### src/rtl/sld_pkg.sv
`timescale 1ns/1ps
// Package: types shared by the serial segment latch driver.
// Assumes: one event of each kind at most per system cycle.
package sld_pkg;
    // Qualified serial-clock edge events, already gated by data-enable.
    typedef struct packed {
        logic rise;
        logic fall;
    } sld_evt_t;
endpackage

### src/rtl/sld_sync.sv
`timescale 1ns/1ps
// Module: multi-bit synchroniser, one flop chain per input bit.
// Assumes: each bit is independently slow compared to clk; no bus coherence needed
// beyond the setup margin the sender provides.
module sld_sync #(
    parameter int WIDTH  = 3,
    parameter int STAGES = 2
) (
    input  logic             clk,
    input  logic             rst_n,
    input  logic [WIDTH-1:0] async_i,
    output logic [WIDTH-1:0] sync_o
);
    logic [STAGES-1:0] pipe_q [WIDTH];

    for (genvar b = 0; b < WIDTH; b++) begin : g_bit
        // Shift the raw level through STAGES flops.
        always_ff @(posedge clk) begin
            if (!rst_n) pipe_q[b] <= '0;
            else        pipe_q[b] <= {pipe_q[b][STAGES-2:0], async_i[b]};
        end
        assign sync_o[b] = pipe_q[b][STAGES-1];
    end
endmodule

### src/rtl/sld_edge.sv
`timescale 1ns/1ps
// Module: serial-clock edge detector with enable qualification.
// Assumes: inputs already synchronised to clk; serial clock slower than clk/4.
module sld_edge
    import sld_pkg::*;
(
    input  logic     clk,
    input  logic     rst_n,
    input  logic     sclk_s,
    input  logic     en_s,
    output sld_evt_t evt_o
);
    logic sclk_prev_q;

    // Remember last sampled serial-clock level.
    always_ff @(posedge clk) begin
        if (!rst_n) sclk_prev_q <= 1'b0;
        else        sclk_prev_q <= sclk_s;
    end

    // Produce enabled rise and fall events.
    always_comb begin
        evt_o.rise = en_s &  sclk_s & ~sclk_prev_q;
        evt_o.fall = en_s & ~sclk_s &  sclk_prev_q;
    end
endmodule

### src/rtl/sld_chain.sv
`timescale 1ns/1ps
// Module: self-framing shift chain of NUM_OUT+1 stages.
// A rise event shifts sampled data in at stage 0; when the shift lands a 1 in the
// last stage a one-cycle load strobe is raised. A fall event with a 1 in the last
// stage empties the whole chain. Assumes rise and fall never coincide.
module sld_chain
    import sld_pkg::*;
#(
    parameter int NUM_OUT = 35
) (
    input  logic               clk,
    input  logic               rst_n,
    input  sld_evt_t           evt_i,
    input  logic               dat_s,
    output logic [NUM_OUT:0]   chain_o,
    output logic               load_o
);
    localparam int LAST = NUM_OUT;

    logic [LAST:0] stage_q;
    logic          load_q;

    // Shift on rise, clear a completed frame on fall.
    always_ff @(posedge clk) begin
        if (!rst_n) begin
            stage_q <= '0;
            load_q  <= 1'b0;
        end else begin
            load_q <= 1'b0;
            if (evt_i.rise) begin
                stage_q <= {stage_q[LAST-1:0], dat_s};
                load_q  <= stage_q[LAST-1];
            end else if (evt_i.fall && stage_q[LAST]) begin
                stage_q <= '0;
            end
        end
    end

    assign chain_o = stage_q;
    assign load_o  = load_q;
endmodule

### src/rtl/sld_latch.sv
`timescale 1ns/1ps
// Module: output latch bank. Payload bit k (first after start) sits in chain
// stage NUM_OUT-k and goes to output k-1.
// Assumes: load strobe is one cycle wide and chain is stable while it is high.
module sld_latch #(
    parameter int NUM_OUT = 35
) (
    input  logic               clk,
    input  logic               rst_n,
    input  logic               load_i,
    input  logic [NUM_OUT:0]   chain_i,
    output logic [NUM_OUT-1:0] seg_o
);
    logic [NUM_OUT-1:0] payload;
    logic [NUM_OUT-1:0] seg_q;

    for (genvar j = 0; j < NUM_OUT; j++) begin : g_map
        assign payload[j] = chain_i[NUM_OUT-1-j];
    end

    // Capture payload on load, hold otherwise.
    always_ff @(posedge clk) begin
        if (!rst_n)      seg_q <= '0;
        else if (load_i) seg_q <= payload;
    end

    assign seg_o = seg_q;
endmodule

### src/rtl/seg_latch_drv.sv
`timescale 1ns/1ps
// Module: top of the self-framing serial segment latch driver.
// Assumes: serial clock at most a small fraction of clk; data and enable are set
// up at least one serial half period before the serial-clock edge that uses them.
module seg_latch_drv
    import sld_pkg::*;
#(
    parameter int NUM_OUT     = 35,
    parameter int SYNC_STAGES = 2
) (
    input  logic               clk,
    input  logic               rst_n,
    input  logic               ser_clk_i,
    input  logic               ser_dat_i,
    input  logic               ser_en_i,
    output logic [NUM_OUT-1:0] seg_o,
    output logic               load_o
);
    localparam int NSYNC = 3;

    logic [NSYNC-1:0] raw;
    logic [NSYNC-1:0] syn;
    sld_evt_t         evt;
    logic [NUM_OUT:0] chain_q;
    logic             load;

    assign raw = {ser_en_i, ser_dat_i, ser_clk_i};

    sld_sync #(.WIDTH(NSYNC), .STAGES(SYNC_STAGES)) u_sync (
        .clk(clk), .rst_n(rst_n), .async_i(raw), .sync_o(syn)
    );

    sld_edge u_edge (
        .clk(clk), .rst_n(rst_n), .sclk_s(syn[0]), .en_s(syn[2]), .evt_o(evt)
    );

    sld_chain #(.NUM_OUT(NUM_OUT)) u_chain (
        .clk(clk), .rst_n(rst_n), .evt_i(evt), .dat_s(syn[1]),
        .chain_o(chain_q), .load_o(load)
    );

    sld_latch #(.NUM_OUT(NUM_OUT)) u_latch (
        .clk(clk), .rst_n(rst_n), .load_i(load), .chain_i(chain_q), .seg_o(seg_o)
    );

    assign load_o = load;
endmodule

### config.mk
export PLATFORM = sky130hd
export DESIGN_NAME = seg_latch_drv
export DESIGN_NICKNAME = d
export VERILOG_FILES = /design/src/rtl/sld_pkg.sv /design/src/rtl/sld_sync.sv /design/src/rtl/sld_edge.sv /design/src/rtl/sld_chain.sv /design/src/rtl/sld_latch.sv /design/src/rtl/seg_latch_drv.sv
export SDC_FILE = /design/constraint.sdc
export NUM_CORES = 1
export LEC_CHECK = 0
export BUFFER_PORTS_ARGS = -buffer_cell sky130_fd_sc_hd__buf_2
export CORE_ASPECT_RATIO = 2
export CORE_MARGIN = 2
export CORE_UTILIZATION = 56
export DETAILED_ROUTE_END_ITERATION = 10
export HOLD_SLACK_MARGIN = 0.03
export PLACE_DENSITY = 0.89
export RECOVER_POWER = 50
export SYNTH_ARGS = -nofsm -noshare
export SYNTH_HDL_FRONTEND = slang
export SYNTH_HIERARCHICAL = 1
export SYNTH_SLANG_ARGS = --single-unit
### constraint.sdc
create_clock -name clk -period 1.4 [get_ports clk]
set_input_delay 0.14 -clock clk [delete_from_list [all_inputs] [get_ports clk]]
set_output_delay 0.14 -clock clk [all_outputs]
set_load 0.02 [all_outputs]
==> impl_results.md, run 1 <==
- Max-slew headroom: 0.6268
- Crit share post-route: 0.9269
- Finished Layout Cells: 395
- Reg2reg path depth: 3
- Leading area contributor after synthesis: dfxtp_1
- Mapped Cells: 293
- Drt initial violations: 46
- HPWL Detailed: 3503 um
- Startpoint types: flop
- Leak Pwr: 1.128 nW
- WL final: 5390 um
- Slowest-stage cell, CP: dfxtp_1
- Min-Delay Endpoint: u_chain/chain_o[29]
- VDD IR max: 1145 uV
- Synthesis-stage register bit count: 79
- Ys Warns: 6
- Post-layout min period: 1.298 ns
- Hold path depth: 2
- DR pass1 iterations: 4
- Hold Violations, Final: 0
- First-pass GRT wire length: 9073 um
- Number of port buffers: 40
- Via count: 2064
- Syn Nets: 298
- Drt via density: 5.225
- Crit path DAT: 1.16 ns
- Largest net degree at the start of global routing: 42
- Placed cell area: 3276 um^2
- Root Driver: clkbuf_8
- GR Util All Layers: 0.1898
- DRC: 0
- Critical register-to-register path startpoint: u_chain/load_o
- RR Endpoint: u_latch/seg_o[25]
- Status: complete, no violations
- Power Dens Cells: 1145 nW/um^2
- Max incr delay on CP: 0.35 ns
- Critical path class: reg2out
- Dpl cells: 376
- Max-slew violation count: 0
- Clock tree buffer depth: 2
- Total setup buffers inserted after CTS: 0
- Setup violators final: 0
- Yosys top cell area share: 0.5058
- Worst setup path start: u_chain/load_o
- Initial antenna violation count: 0
- # IOs: 41
- Core Area: 5420 um^2
- Multi-input logic area: 1320 um^2
- Die Ht: 109.7 um
- Total Nets Final: 335
- Finished layout cell area: 3460 um^2
- Worst R2R Setup Slack: 0.15 ns
- Worst min path class: in2reg
- Critical Path End Type: output pin
- Max cap viols: 0
- P&R area growth vs syn: 10.64%
- Synth Area per Inst: 10.67 um^2
- Cell Rows: 38
- Share of cells above drive strength 1: 0.1134
- Placer Congestion: 0.6998
- Cts bufs inserted: 9
- Die width: 56.84 um
- Fillcell total: 462
- Measured slew at the worst slew-check pin: 0.5598 ns
- Antenna diode count: 0
- Clock sinks: 79
- Sum of negative setup slack: 0 ns
- CTS tree: built
- FMAX: 0.7706 GHz
- Post-Syn Area: 3127 um^2
- H-tree depth: 3
- Clk_lat worst skew: 0.35 ns
- RSZ-0062 raised after global routing: no
- Area of the die: 6233 um^2
- Sequential cell area: 1582 um^2
- Vias in the first global route: 1989
- Setup Skew: 0.01193 ns
- Cell variety after synth: 18
- Min-delay src: rst_n
- Critical Path RT: 1.26 ns
- Gr ovfl total: 0
- Antenna Nets Post-Route: 0
- Power, Total: 0.003961 W
- Critical path, cell by cell: buf_6, buf_2
- Drt wl/cell: 13.65 um
- Synth top area cells: dfxtp_1, mux2i_1, a21boi_1, nand3b_1, nor2b_1
- Starting Density: 0.5769
- Clock Pin Slew Worst Setup and Hold Paths: 0.08 ns
- Register area share after synthesis: 0.5058
- Crit Path Max Fanout: 20
layout make-up:
cell class / instances / share of cell area
flip-flops and latches: 79 / 0.4571
multi-input cells: 189 / 0.3816
repair buffers: 51 / 0.08499
clock buffers: 10 / 0.03689
well taps: 60 / 0.02170
clock inverters: 6 / 0.01772
sequential cells by signal (all words and copies together) (netlist names):
signal              count
u_edge/sclk_prev_q      1
u_chain/load_o          1
u_latch/seg_o          35
u_sync/pipe_q           6
u_chain/chain_o        36
logic make-up after synthesis:
kind of cell           count (synthesis)  share of synthesized area
AOI/OAI and AO/OA                     36                    0.08643
DFF                                   79                     0.5058
muxes                                 35                     0.1120
and+or+nand+nor                      118                     0.2233
buffers and inverters                 25                    0.07243
cells in the final DEF (no fill, tap or decap):
| master | count |
|---|---|
| and2_2 | 1 |
| dfxtp_1 | 79 |
| a21boi_1 | 35 |
| and2_1 | 4 |
| clkinvlp_4 | 1 |
| clkbuf_1 | 29 |
| bufinv_16 | 1 |
| nor2_1 | 1 |
| clkinv_4 | 1 |
| and3b_2 | 1 |
| buf_6 | 1 |
| clkbuf_8 | 9 |
| buf_2 | 12 |
| dlygate4sd3_1 | 3 |
| nor2b_1 | 36 |
| nand2_2 | 1 |
| and3b_1 | 1 |
| nand3b_1 | 35 |
| clkbuf_2 | 1 |
| and2_0 | 2 |
| buf_12 | 3 |
| buf_4 | 3 |
| nand2_1 | 35 |
| clkinv_2 | 3 |
| mux2i_1 | 35 |
| a22oi_1 | 1 |
| and3_1 | 1 |
cells in the mapped netlist:
master / n
and2_1: 6
and2_2: 1
mux2i_1: 35
a21boi_1: 35
nand2_2: 1
nand2_1: 35
buf_6: 6
and3_1: 1
buf_12: 3
a22oi_1: 1
dfxtp_1: 79
and3b_1: 2
nor2_1: 1
buf_4: 9
nand3b_1: 35
buf_2: 4
clkbuf_1: 3
nor2b_1: 36
metal layers:
| layer | up-vias | GRT usage | share of wire |
|---|---|---|---|
| li1 | 1047 | - | - |
| met1 | 972 | 0.2065 | 0.41 |
| met2 | 36 | 0.3347 | 0.53 |
| met3 | 9 | 0.05412 | 0.032 |
| met4 | 0 | 0.08970 | 0.021 |
| met5 | - | 0 | 0 |
critical path, delay by kind of cell, from the launching register on:
family | cells | cell delay, ns
flops | 1 | 0.35
buf+inv | 2 | 0.46
report_power, final:
| part | internal [W] | total [W] | switching (W) |
|---|---|---|---|
| logic | 0.0000521 | 0.0000868 | 0.0000348 |
| registers | 0.00225 | 0.00226 | 0.00000318 |
| clock network | 0.000817 | 0.00162 | 0.000800 |
metrics by stage:
| stage | utilization | setup WS, ns | hold WS (ns) |
|---|---|---|---|
| 6_report | 0.6383 | 0.1023 | 0.2110 |
| 5_1_grt | 0.6383 | 0.03754 | 0.2195 |
| 4_1_cts | 0.6447 | 0.02409 | 0.2057 |
| 3_5_place_dp | 0.6043 | 0.2240 | 0.3473 |
| 3_3_place_gp | 0.6043 | 0.2848 | 0.3441 |
| 2_1_floorplan | - | 0.2663 | 0.2617 |
timing repair:
action	in CTS	in global routing
endpoints found under the setup margin	0	1
gates resized for setup	0	1
hold buffers	3	0
endpoints found under the hold margin	3	0
worst max path at each step:
stage,to,slack (ns)
5_1_grt,load_o,0.04
6_report,load_o,0.10
3_5_place_dp,u_chain/chain_o[35],0.22
3_3_place_gp,u_chain/chain_o[35],0.28
2_1_floorplan,u_chain/chain_o[27],0.27
4_1_cts,load_o,0.02
Power figures use the tool's default switching activity.
==> run 2: changes to the inputs <==
--- a/config.mk
+++ b/config.mk
@@ -5,10 +5,11 @@
 export SDC_FILE = /design/constraint.sdc
 export NUM_CORES = 1
 export LEC_CHECK = 0
+export ABC_AREA = 1
 export BUFFER_PORTS_ARGS = -buffer_cell sky130_fd_sc_hd__buf_2
 export CORE_ASPECT_RATIO = 2
 export CORE_MARGIN = 2
-export CORE_UTILIZATION = 56
+export CORE_UTILIZATION = 57
 export DETAILED_ROUTE_END_ITERATION = 10
 export HOLD_SLACK_MARGIN = 0.03
 export PLACE_DENSITY = 0.89
==> run 2 against run 1 <==
  * Maximum frequency is 2.3% lower
  * Core utilization increased by 0.89 points
  * Critical endpoint unchanged
  * Design area is 6.8% higher
  * Via count is 34% higher
  * Final cell count rose by 48%
  * Wire length grew 16%
  * Global-route usage rose by 1.9 points
==> impl_results.md, run 2 <==
- Yosys top cell area share: 0.4702 (-0.03556)
- DR pass1 iterations: 4 (unchanged)
- Via count: 2771 (+34%)
- Post-synth EDFFs: 0 (unchanged)
- Post-layout min period: 1.329 ns (+0.03112 ns)
- Critical Path RT: 1.26 ns (about the same)
- Register area share after synthesis: 0.4702 (-0.03556)
- Critical path class: reg2out
- Starting Density: 0.5891 (+0.01222)
- Final core occ: 0.6472 (+0.008889)
- Setup Skew: 0.004453 ns (-0.007477 ns)
- Leading area contributor after synthesis: dfxtp_1
- Antenna diode count: 0 (unchanged)
- Die width: 58.32 um (+2.6%)
- Root Driver: clkbuf_16
- Clock sinks: 79 (unchanged)
- Met1 Usage GRT: 0.2090 (+0.002554)
- Most common cell in the netlist: nand2_1
- Mapped Cells: 485 (+66%)
- Clock Pin Slew Worst Setup and Hold Paths: 0.05 ns (-0.03 ns)
- Cell Rows: 39 (+2.6%)
- Final WS setup: 0.07117 ns (-0.03112 ns)
- RSZ-0062 raised after global routing: no
- HPWL Detailed: 3895 um (+11%)
- Drt via density: 4.745 (-9.2%)
- Critical Path End Type: output pin
- P&R area growth vs syn: 9.859%
- Leading cell types in the layout, fill and taps excluded: nand2_1, inv_1, dfxtp_1
- Critical register-to-register path startpoint: u_sync/pipe_q[0][1]
- Placer Congestion: 0.7618 (+8.9%)
- GR Util All Layers: 0.2083 (+0.01853)
- M2 GR Usage: 0.3633 (+0.02858)
- Worst setup path start: u_chain/load_o
- Commonest non-fill, non-tap cell in the layout: nand2_1
- Drt initial violations: 115 (+150%)
- Vias in the first global route: 2559 (+29%)
- Startpoint types: flop
- VDD IR max: 1110 uV (-3.1%)
- Syn Nets: 490 (+64%)
- Share of cells above drive strength 1: 0.07648 (-0.03695)
- Hold Violations, Final: 0 (unchanged)
- First-pass GRT wire length: 10540 um (+16%)
- Setup violators final: 0 (unchanged)
- Synth top area cells: dfxtp_1, nand2_1, inv_1, nor2_1, nand3_1
- Cell variety after synth: 13 (-5)
- Ys Warns: 6 (unchanged)
- CTS tree: built
- H-tree depth: 3 (unchanged)
- Status: complete, no violations
- Post-synth top cells: nand2_1, dfxtp_1, inv_1, nor2_1, nand3_1
- Grt peak-use layer: met2
- Grt met3 use: 0.04263 (-0.01149)
- Total Nets Final: 524 (+56%)
- Gr ovfl total: 0 (unchanged)
- Core Area: 5709 um^2 (+5.3%)
- Min-delay src: rst_n
- Crit share post-route: 0.9492 (+0.02223)
- Clock tree buffer depth: 2 (unchanged)
- Sum of negative setup slack: 0 ns (unchanged)
- Initial antenna violation count: 0 (unchanged)
- Antenna Nets Post-Route: 0 (unchanged)
- Synthesis-stage register bit count: 79 (unchanged)
- Number of port buffers: 40 (unchanged)
- Dpl ws: 0.1629 ns (-0.06107 ns)
- Clk_lat worst skew: 0.33 ns (-0.02 ns)
- Power Dens Cells: 1219 nW/um^2 (+6.5%)
- Die Ht: 112.6 um (+2.7%)
- Asr flop ratio synth: 0 (unchanged)
- Max-slew headroom: 0.5816 (-0.04518)
- Crit path DAT: 1.19 ns (+0.03 ns)
- Largest net degree at the start of global routing: 42 (unchanged)
- Max cap viols: 0 (unchanged)
- Total setup buffers inserted after CTS: 0 (unchanged)
- Max-slew violation count: 0 (unchanged)
- Drt wl/cell: 10.66 um (-22%)
- FMAX: 0.7525 GHz (-2.3%)
- Measured slew at the worst slew-check pin: 0.6275 ns (+0.06777 ns)
- WL final: 6226 um (+16%)
- Area of the die: 6568 um^2 (+5.4%)
- Power, Total: 0.004504 W (+14%)
- Post-Syn Area: 3363 um^2 (+7.6%)
- Synth Flop Type: dfxtp_1
- Min Hold Slack: 0.1136 ns (-0.09735 ns)
- DRC: 0 (unchanged)
- Crit Path Max Fanout: 13 (-35%)
- Max reg flops: 36 (unchanged)
- Leak Pwr: 1.908 nW (+69%)
- Synth Area per Inst: 6.934 um^2 (-35%)
- # IOs: 41 (unchanged)
- Cts bufs inserted: 9 (unchanged)
- Worst min path class: in2reg
-- run 2: cell count changes in the layout (fill, tap and decap cells not counted), sizes merged, moves of 7 or more --
cell | before | now
mux2i | 35 | 0
nand3 | 0 | 36
nor2 | 1 | 73
nand3b | 35 | 0
clkbuf | 39 | 52
buf | 19 | 11
a21boi | 35 | 0
inv | 0 | 81
nand2 | 36 | 188
and2 | 7 | 0
nor2b | 36 | 0
-- run 2: repair_timing --
item	4_1_cts	5_1_grt
hold endpoints to repair	3	0
resized for setup	0	0
hold buffers	3	0
-- run 2: metrics by stage --
step                cells  instance area, um^2
floorplan             485                 3363
global placement      566                 3436
detailed placement    566                 3436
CTS                   584                 3744
global route          584                 3695
finish                584                 3695
-- run 2: layout make-up --
class | instances | area [um^2]
clock buffers | 15 | 277.8
fillers | 522 | 2014
inverters | 81 | 309.0
multi-input cells | 297 | 1195
flip-flops and latches | 79 | 1583
well taps | 61 | 76.32
repair buffers | 51 | 254.0
-- run 2: power by group --
| part | total [W] | internal [W] | switching (W) |
|---|---|---|---|
| clock network | 0.00215 | 0.00134 | 0.000817 |
| logic | 0.0000890 | 0.0000298 | 0.0000592 |
| registers | 0.00226 | 0.00226 | 0.00000333 |
-- run 2: final timing paths --
kind	endpoint	slack [ns]	cells after the start
worst max-delay path	load_o	0.07	2
worst max register to register	u_chain/chain_o[33]	0.10	7
worst min-delay path	u_sync/pipe_q[0][0]	0.11	3
worst min register to register	u_sync/pipe_q[1][1]	0.41	2
-- run 2: cells by family after synthesis --
family / Yosys count / synth area share
buffers and inverters: 109 / 0.1745
AND/OR/NAND/NOR: 297 / 0.3553
flip-flops: 79 / 0.4702
-- run 2: layer usage --
metal | wire length, um | share of wire
met1 | 2548 | 0.41
met2 | 3221 | 0.52
met3 | 246 | 0.040
met4 | 211 | 0.034
met5 | 0 | 0
-- run 2: critical path: stages, from the launching register on --
cell and delay [ns]:
dfxtp_2 0.48, buf_4 0.20, buf_2 0.17
==> run 3: changes to the inputs <==
--- a/config.mk
+++ b/config.mk
@@ -12,8 +12,10 @@
 export CORE_UTILIZATION = 57
 export DETAILED_ROUTE_END_ITERATION = 10
 export HOLD_SLACK_MARGIN = 0.03
+export MAX_ROUTING_LAYER = met4
 export PLACE_DENSITY = 0.89
 export RECOVER_POWER = 50
+export REMOVE_ABC_BUFFERS = 1
 export SYNTH_ARGS = -nofsm -noshare
 export SYNTH_HDL_FRONTEND = slang
 export SYNTH_HIERARCHICAL = 1
==> run 3 against run 2 <==
  * Sequential power is essentially flat
  * Clock power up 5%
  * Highest routed layer unchanged
  * Largest power group unchanged
  * Worst setup slack improved by 0.11 ns
==> impl_results.md, run 3 (same netlist as run 2, synthesis figures left out) <==
- Status: complete, no violations
- Antenna Nets Post-Route: 0 (unchanged)
- Clock power frac: 0.489 (+0.011)
- Sw frac: 0.1949 (-0.0003384)
- DR pass1 iterations: 4 (unchanged)
- Die Ht: 112.6 um (unchanged)
- Min Hold Slack: 0.2810 ns (+0.1674 ns)
- Clock Pin Slew Worst Setup and Hold Paths: 0.06 ns (about the same)
- Reg power frac: 0.490 (-0.012)
- P&R area growth vs syn: 10.71%
- Initial antenna violation count: 0 (unchanged)
- Proportion of power drawn by combinational gates: 0.020 (about the same)
- Placer Congestion: 0.8152 (+7.0%)
- Max incr delay on CP: 0.45 ns (-0.03 ns)
- Drt wl/cell: 9.832 um (-7.8%)
- Drt initial violations: 80 (-30%)
- Hold Violations, Final: 0 (unchanged)
- Fillcell total: 519 (-0.57%)
- Cts bufs inserted: 9 (unchanged)
- Slowest-stage cell, CP: inv_2
- Cell Rows: 39 (unchanged)
- Clk_lat worst skew: 0.33 ns (about the same)
- WL met3: 198 um (-20%)
- Area of the die: 6568 um^2 (unchanged)
- Critical path, cell by cell: nand2_1, nor2_1, inv_2, nand3_1, nand2_1
- Worst min path class: in2reg
- WL final: 5752 um (-7.6%)
- Vias in the first global route: 2492 (-2.6%)
- First-pass GRT wire length: 10210 um (-3.2%)
- Max-slew headroom: 0.5909 (+0.009282)
- Max reg flops: 36 (unchanged)
- Drt via density: 4.619 (-2.7%)
- Met2 wire len: 3026 um (-6.1%)
- Power Dens Cells: 1238 nW/um^2 (+1.6%)
- Crit Path Max Fanout: 37 (+24)
- Clock tree buffer depth: 2 (unchanged)
- Antenna diode count: 0 (unchanged)
- Critical path class: reg2reg
- Core Area: 5709 um^2 (unchanged)
- Power, Total: 0.004610 W (+2.4%)
- Post-layout min period: 1.218 ns (-0.1113 ns)
- Clock sinks: 79 (unchanged)
- Crit share post-route: 0.8697 (-0.07949)
- Setup violators final: 0 (unchanged)
- RSZ-0062 raised after global routing: no
- Share of cells above drive strength 1: 0.08015 (+0.003671)
- Root Driver: clkbuf_16
- M1 WL: 2427 um (-4.7%)
- Total Nets Final: 524 (unchanged)
- GR Util All Layers: 0.2015 (-0.006764)
- H-tree depth: 3 (unchanged)
- Via count: 2702 (-2.5%)
- Setup Skew: 0.002578 ns (-0.001875 ns)
- Leak Pwr: 1.922 nW (+0.75%)
- Final WS setup: 0.1825 ns (+0.1113 ns)
- CTS tree: built
- P_int: 0.003712 W (+2.4%)
- # IOs: 41 (unchanged)
- Measured slew at the worst slew-check pin: 0.6127 ns (-0.01482 ns)
- Startpoint types: flop
- Largest net degree at the start of global routing: 48 (+14%)
- Starting Density: 0.5891 (unchanged)
- Max-slew violation count: 0 (unchanged)
- CP most frequent cell: nand2_1
- Uppermost routed layer: met4
- Critical Path RT: 1.67 ns (+0.41 ns)
- FMAX: 0.8213 GHz (+9.1%)
- HPWL Detailed: 3720 um (-4.5%)
- Die width: 58.32 um (unchanged)
- Number of port buffers: 40 (unchanged)
- Crit path DAT: 1.49 ns (+0.30 ns)
- DRC: 0 (unchanged)
- Leading cell types in the layout, fill and taps excluded: nand2_1, inv_1, dfxtp_1
- Max cap viols: 0 (unchanged)
- Critical Path End Type: flop
- Commonest non-fill, non-tap cell in the layout: nand2_1
- Sum of negative setup slack: 0 ns (unchanged)
- Dpl ws: 0.1926 ns (+0.02965 ns)
- Net Sw Power: 0.0008983 W (+2.2%)
- Gr ovfl total: 0 (unchanged)
- VDD IR max: 1471 uV (+32%)
==> run 3: routing by layer <==
layer | track usage | up-vias
li1 | - | 1459
met1 | 0.2191 | 1187
met2 | 0.3363 | 50
met3 | 0.03571 | 6
met4 | 0.1085 | 0
met5 | - | -
==> run 3: worst paths after layout <==
path	startpoint	end	slack, ns	cells after the start
worst max-delay path	u_sync/pipe_q[0][1]	u_chain/chain_o[6]	0.18	5
worst max register to register	u_sync/pipe_q[0][1]	u_chain/chain_o[6]	0.18	5
worst min register to register	u_sync/pipe_q[0][0]	u_sync/pipe_q[0][1]	0.41	2
worst min-delay path	rst_n	u_sync/pipe_q[0][1]	0.28	4
==> run 3: repair_timing <==
action                                 CTS  global route
endpoints found under the hold margin    3             0
resized for setup                        0             0
buffers inserted                         0             0
hold buffers                             3             0
==> run 3: metrics by stage <==
step / util / cells / area (um^2)
after floorplan: - / 457 / 3085
after global placement: 0.6040 / 566 / 3448
after detailed placement: 0.6040 / 566 / 3448
after CTS: 0.6603 / 585 / 3770
after global routing: 0.6522 / 585 / 3724
final: 0.6522 / 585 / 3724
==> run 3: area by class of cell <==
| type | instances | area, um^2 | share of cell area |
|---|---|---|---|
| sequential | 79 | 1583 | 0.4251 |
| multi-input combinational | 297 | 1195 | 0.3209 |
| tap | 61 | 76.32 | 0.02050 |
| inverter | 81 | 309.0 | 0.08300 |
| timing repair buffer | 51 | 269.0 | 0.07224 |
| clock buffer | 12 | 246.5 | 0.06620 |
| clock inverter | 4 | 45.04 | 0.01210 |
==> run 3: power by group through the flow <==
stage	clock, W	combinational (W)	sequential, W
6_report	0.00226	0.0000931	0.00226
5_1_grt	0.00239	0.000106	0.00226
4_1_cts	0.00230	0.0000940	0.00226
3_5_place_dp	0	0.0000874	0.00231
3_3_place_gp	0	0.0000853	0.00231
2_1_floorplan	0	0.0000340	0.00231
==> run 3: critical path, delay by kind of cell, from the launching register on <==
family,cells,cell delay (ns)
simple gates,4,0.38
flops,1,0.32
buf+inv,1,0.45
